### src/rtl/irq_rtr_pkg.sv
package irq_rtr_pkg;

    typedef enum logic [1:0] {
        SZ_BYTE  = 2'd0,
        SZ_HALF  = 2'd1,
        SZ_WORD  = 2'd2,
        SZ_DWORD = 2'd3
    } acc_size_e;

    typedef enum logic [1:0] {
        RK_MASK   = 2'd0,
        RK_ROUTED = 2'd1,
        RK_RAW    = 2'd2,
        RK_NONE   = 2'd3
    } reg_kind_e;

    localparam int unsigned SLOT_SHIFT = 6;

endpackage

### src/rtl/irq_rtr_decode.sv
module irq_rtr_decode
    import irq_rtr_pkg::*;
#(
    parameter int unsigned NUM_CPU = 4,
    parameter int unsigned ADDR_W  = 10,
    localparam int unsigned IDX_W  = ADDR_W - SLOT_SHIFT,
    localparam int unsigned CPU_W  = (NUM_CPU > 1) ? $clog2(NUM_CPU) : 1
) (
    input  logic               valid_i,
    input  logic               write_i,
    input  logic [ADDR_W-1:0]  addr_i,
    input  logic [1:0]         size_i,
    output reg_kind_e          kind_o,
    output logic [CPU_W-1:0]   cpu_o,
    output logic [NUM_CPU-1:0] wr_sel_o,
    output logic               rd_ok_o,
    output logic               bad_o
);

    logic [IDX_W-1:0] idx;
    logic [IDX_W-1:0] rel;
    logic             size_ok;
    logic             wr_ok;

    assign idx     = addr_i[ADDR_W-1:SLOT_SHIFT];
    assign size_ok = (size_i == SZ_DWORD);

    always_comb begin
        kind_o = RK_NONE;
        rel    = '0;
        if (idx < IDX_W'(NUM_CPU)) begin
            kind_o = RK_MASK;
            rel    = idx;
        end else if (idx < IDX_W'(2 * NUM_CPU)) begin
            kind_o = RK_ROUTED;
            rel    = idx - IDX_W'(NUM_CPU);
        end else if (idx == IDX_W'(2 * NUM_CPU)) begin
            kind_o = RK_RAW;
        end
    end

    assign cpu_o   = rel[CPU_W-1:0];
    assign wr_ok   = valid_i && write_i && size_ok && (kind_o == RK_MASK);
    assign rd_ok_o = valid_i && !write_i && size_ok && (kind_o != RK_NONE);
    assign bad_o   = valid_i && (!size_ok || (kind_o == RK_NONE) ||
                                 (write_i && (kind_o != RK_MASK)));

    always_comb begin
        wr_sel_o = '0;
        for (int c = 0; c < NUM_CPU; c++) begin
            wr_sel_o[c] = wr_ok && (cpu_o == CPU_W'(c));
        end
    end

endmodule

### src/rtl/irq_rtr_cpu_slice.sv
module irq_rtr_cpu_slice #(
    parameter int unsigned DATA_W = 64
) (
    input  logic [DATA_W-1:0] mask_q_i,
    input  logic              wr_en_i,
    input  logic [DATA_W-1:0] wr_data_i,
    input  logic [DATA_W-1:0] raw_d_i,
    input  logic [DATA_W-1:0] routed_q_i,
    output logic [DATA_W-1:0] mask_d_o,
    output logic [DATA_W-1:0] routed_d_o,
    output logic              irq_o
);

    assign mask_d_o   = wr_en_i ? wr_data_i : mask_q_i;
    assign routed_d_o = mask_d_o & raw_d_i;
    assign irq_o      = |routed_q_i;

endmodule

### src/rtl/irq_router.sv
module irq_router
    import irq_rtr_pkg::*;
#(
    parameter int unsigned NUM_CPU = 4,
    parameter int unsigned DATA_W  = 64,
    parameter int unsigned ADDR_W  = 10,
    localparam int unsigned CPU_W  = (NUM_CPU > 1) ? $clog2(NUM_CPU) : 1
) (
    input  logic               clk_i,
    input  logic               rst_ni,
    input  logic [DATA_W-1:0]  dev_irq_i,
    input  logic               req_valid_i,
    input  logic               req_write_i,
    input  logic [ADDR_W-1:0]  req_addr_i,
    input  logic [1:0]         req_size_i,
    input  logic [DATA_W-1:0]  req_wdata_i,
    output logic [DATA_W-1:0]  rsp_rdata_o,
    output logic               rsp_valid_o,
    output logic               err_o,
    output logic [NUM_CPU-1:0] irq_o
);

    typedef struct packed {
        logic [NUM_CPU-1:0][DATA_W-1:0] mask;
        logic [NUM_CPU-1:0][DATA_W-1:0] routed;
        logic [DATA_W-1:0]              raw;
        logic [DATA_W-1:0]              rdata;
        logic                           rd_valid;
        logic                           err;
    } state_t;

    state_t state_d, state_q;

    reg_kind_e                      dec_kind;
    logic [CPU_W-1:0]               dec_cpu;
    logic [NUM_CPU-1:0]             dec_wr_sel;
    logic                           dec_rd_ok;
    logic                           dec_bad;
    logic [NUM_CPU-1:0][DATA_W-1:0] mask_nx;
    logic [NUM_CPU-1:0][DATA_W-1:0] routed_nx;

    irq_rtr_decode #(
        .NUM_CPU (NUM_CPU),
        .ADDR_W  (ADDR_W)
    ) u_decode (
        .valid_i  (req_valid_i),
        .write_i  (req_write_i),
        .addr_i   (req_addr_i),
        .size_i   (req_size_i),
        .kind_o   (dec_kind),
        .cpu_o    (dec_cpu),
        .wr_sel_o (dec_wr_sel),
        .rd_ok_o  (dec_rd_ok),
        .bad_o    (dec_bad)
    );

    for (genvar c = 0; c < NUM_CPU; c++) begin : g_cpu
        irq_rtr_cpu_slice #(
            .DATA_W (DATA_W)
        ) u_slice (
            .mask_q_i   (state_q.mask[c]),
            .wr_en_i    (dec_wr_sel[c]),
            .wr_data_i  (req_wdata_i),
            .raw_d_i    (dev_irq_i),
            .routed_q_i (state_q.routed[c]),
            .mask_d_o   (mask_nx[c]),
            .routed_d_o (routed_nx[c]),
            .irq_o      (irq_o[c])
        );
    end

    always_comb begin
        logic [DATA_W-1:0] rd_val;
        state_d        = state_q;
        state_d.raw    = dev_irq_i;
        state_d.mask   = mask_nx;
        state_d.routed = routed_nx;

        unique case (dec_kind)
            RK_MASK:   rd_val = state_q.mask[dec_cpu];
            RK_ROUTED: rd_val = state_q.routed[dec_cpu];
            RK_RAW:    rd_val = state_q.raw;
            default:   rd_val = '0;
        endcase

        state_d.rd_valid = dec_rd_ok;
        state_d.rdata    = dec_rd_ok ? rd_val : '0;
        state_d.err      = dec_bad;
    end

    always_ff @(posedge clk_i) begin
        if (!rst_ni) begin
            state_q <= '0;
        end else begin
            state_q <= state_d;
        end
    end

    assign rsp_rdata_o = state_q.rdata;
    assign rsp_valid_o = state_q.rd_valid;
    assign err_o       = state_q.err;

endmodule

### config.mk
export PLATFORM = sky130hd
export DESIGN_NAME = irq_router
export DESIGN_NICKNAME = d
export VERILOG_FILES = /design/src/rtl/irq_rtr_pkg.sv /design/src/rtl/irq_rtr_decode.sv /design/src/rtl/irq_rtr_cpu_slice.sv /design/src/rtl/irq_router.sv
export SDC_FILE = /design/constraint.sdc
export NUM_CORES = 1
export LEC_CHECK = 0
export BUFFER_PORTS_ARGS = -buffer_cell sky130_fd_sc_hd__buf_2
export CORE_MARGIN = 2
export CORE_UTILIZATION = 40
export DETAILED_ROUTE_END_ITERATION = 7
export HOLD_SLACK_MARGIN = 0.1
export SYNTH_ARGS = -nofsm -noshare
export SYNTH_HDL_FRONTEND = slang
export SYNTH_SLANG_ARGS = --single-unit
### constraint.sdc
create_clock -name clk_i -period 3.5 [get_ports clk_i]
set_clock_uncertainty 0.1 [all_clocks]
set_input_delay 0.525 -clock clk_i [delete_from_list [all_inputs] [get_ports clk_i]]
set_output_delay 0.525 -clock clk_i [all_outputs]
set_load 0.02 [all_outputs]
==> results by group <==
Place
  – Dpl cells: 3177
  – Placement Cell Area: 26500 sq um
  – I/O Buffers: 207
  – Placer Congestion: 0.826
  – Final HPWL DP: 47.5 mm

Floorplan
  – Die height: 254 um
  – Die width: 254 um
  – Initial Util: 0.405
  – Die ar.: 64500 sq um
  – Site Rows: 91
  – I/O Pins: 214
  – Area of the core: 61700 sq um

Cells and area
  – Non-filler cells, final: 3323
  – Fillers: 5795
  – Layout cells sized above 1: 0.198
  – Synthesis-to-finish area growth: 15.9%
  – Fin area: 29000 sq um
  – Nets@finish: 2576

Setup path
  – Worst EP required: 2.87 ns
  – Crit path max-delay family: simple AND/OR/NAND/NOR gates
  – Critical path endpoint category: output port
  – Crit path largest cell delay: 0.71 ns
  – Buf/Inv on CP: 1
  – Critical Path Fanout Max: 2
  – Cell breakdown of the critical path: nor4_1 -> nand4_1 -> or4_1 -> buf_2
  – Critical path arrival: 2.88 ns
  – CP max-delay cell: nor4_1
  – WS Path Type: reg2out
  – Crit start category: register

GRT
  – Gr usage total: 0.219
  – Global-route wire length before repair: 107 mm
  – Gr ovfl total: 0
  – Largest net degree at the start of global routing: 132
  – Vias in the first global route: 17700
  – Initial antenna violation count: 10

Clock tree
  – Clk pin slew, worst setup/hold paths: 0.06 ns
  – Clock buffer depth: 3
  – Clock sinks: 642
  – CTS tree: built
  – Clk Latency, worst-skew pair: 0.60 ns
  – Number of H-tree levels: 3
  – Post-CTS Repair Setup Buffers: 0
  – Clock Tree Root: clkbuf_16
  – Clock buffer count from CTS: 70

STA
  – Max-slew violation count: 0
  – Min setup slack post-route: -0.00570 ns
  – Final Cycle Share: 1.00
  – RSZ-0062 raised after global routing: no
  – Fin crit period: 3.51 ns
  – Fmax: 0.285 GHz
  – Worst Max-Slew Pin Slew: 0.837 ns
  – Hold WS: 0.125 ns
  – Slew HR: 0.437
  – Setup violators final: 1
  – Fin. Hold Viols: 0

Synthesis
  – Synth area leader: dfxtp_1
  – Synth Warn #: 0
  – Synth cell types: 23
  – Post-synth top area share: 0.514
  – Main synth FF type: dfxtp_1
  – Syn Inst Count: 2292
  – Synth area leaders: dfxtp_1, mux4_2, mux2i_1
  – List of most frequent post-synthesis cells: dfxtp_1, nor2b_1, nor2_1
  – Seq cells post-synth: 642
  – Syn Area/Cell: 10.9 sq um
  – Synthesized area: 25000 sq um
  – Most frequent cell after synthesis: dfxtp_1
  – Synth async-reset ratio: 0
  – Sequential share of the synthesized area: 0.514
  – Post-synthesis net count: 2436
  – Number of enable flip-flop cells after synthesis: 0

Routing
  – First-pass DRT Iterations: 5
  – Final wirelength: 70.5 mm
  – DRT antenna net count: 0
  – Via count: 17100
  – First DRT Iteration DRCs: 1071
  – Average via count per standard cell: 5.15
  – Drt drc: 0
  – WL/cell: 21.2 um

Run status
  – Failing checks: negative setup slack
  – Run status: finished with violations

Power and ir drop
  – Pwr Density: 527 nW/um^2
  – Leakage power: 0.0128 uW
  – Total power: 15300 uW
  – Worst VDD drop: 264 uV

Worst hold path
  – Type of the most critical hold path: in2reg

Job
  – Max-cap viol count: 0
[area by class of cell]
cell class	instances	area [sq um]	share of cell area
Antenna cell	8	20.0	0.000691
Sequential cell	642	12900	0.444
Inverter	66	248	0.00855
Timing Repair Buffer	272	1800	0.0621
Clock buffer	103	2100	0.0725
Tap cell	837	1050	0.0361
Clock inverter	15	146	0.00505
Multi-Input combinational cell	1380	10800	0.371
[registers in the layout, summed over array words and instances, names as in the netlist]
register     flops
err_o            1
rsp_rdata_o     64
state_q        576
rsp_valid_o      1
[layout by cell type (no fill, tap or decap), types with 17 or more instances in the layout]
cell type	netlist	routed
nor2_1	260	259
buf_2	49	203
inv_1	66	66
mux2i_1	256	256
nor4_1	64	61
dlygate4sd3_1	0	20
nand2_1	129	129
mux4_2	128	128
dfxtp_1	642	642
buf_4	95	30
a22oi_1	64	64
clkbuf_16	0	74
nand4_1	17	17
nor2b_1	385	384
a21oi_1	64	64
[repair_timing]
action | 4_1_cts | 5_1_grt
resized for setup | 0 | 3
endpoints found under the hold margin | 20 | 0
hold buffers | 20 | 0
endpoints found under the setup margin | 0 | 3
[logic make-up (layout without fill, tap and decap cells)]
kind of cell	count (synthesis)	after routing	synth area share
DFF	642	642	0.514
muxes	384	384	0.218
and+or+nand+nor	866	866	0.178
AOI/OAI and AO/OA	130	130	0.0325
other	0	8	0
buffers and inverters	270	456	0.0573
[worst reg2reg max path, cell delays in order, from the launching register on]
cell,delay [ns]
dfxtp_1,0.31
nor2b_1,0.12
mux4_2,0.50
a22oi_1,0.36
a21oi_1,0.13
[path summary, 6_finish.rpt]
kind	startpoint	to	slack, ns	cells after the start
worst max-delay path	state_q[248]	irq_o[1]	-0.006	4
worst min-delay path	dev_irq_i[44]	state_q[110]	0.12	3
worst max register to register	state_q[244]	rsp_rdata_o[50]	1.83	4
worst min register to register	state_q[106]	rsp_rdata_o[40]	0.33	2
[report_power, final]
part	total [uW]	leakage [uW]	internal, uW	switching, uW
logic	671	0.00649	252	419
clock network	7220	0.00111	4290	2930
registers	7380	0.00519	7360	16.7
total	15300	0.0128	11900	3360
[per-layer routing]
metal  up-vias  share of wire  global-route usage
li1       8032              -                   -
met1      8458           0.44               0.288
met2       503           0.46               0.349
met3       117          0.067              0.0542
met4         8          0.029              0.0834
met5         -        0.00077                   0
[through the flow]
step / setup TNS [ns] / utilization / setup WS, ns
floorplan: 0 / - / 1.39
global placement: 0 / 0.429 / 0.742
detailed placement: 0 / 0.429 / 0.744
CTS: 0 / 0.469 / 0.0874
global route: 0 / 0.469 / 0.00894
finish: -0.00570 / 0.469 / -0.00570
(Power assumes the default switching activity.)
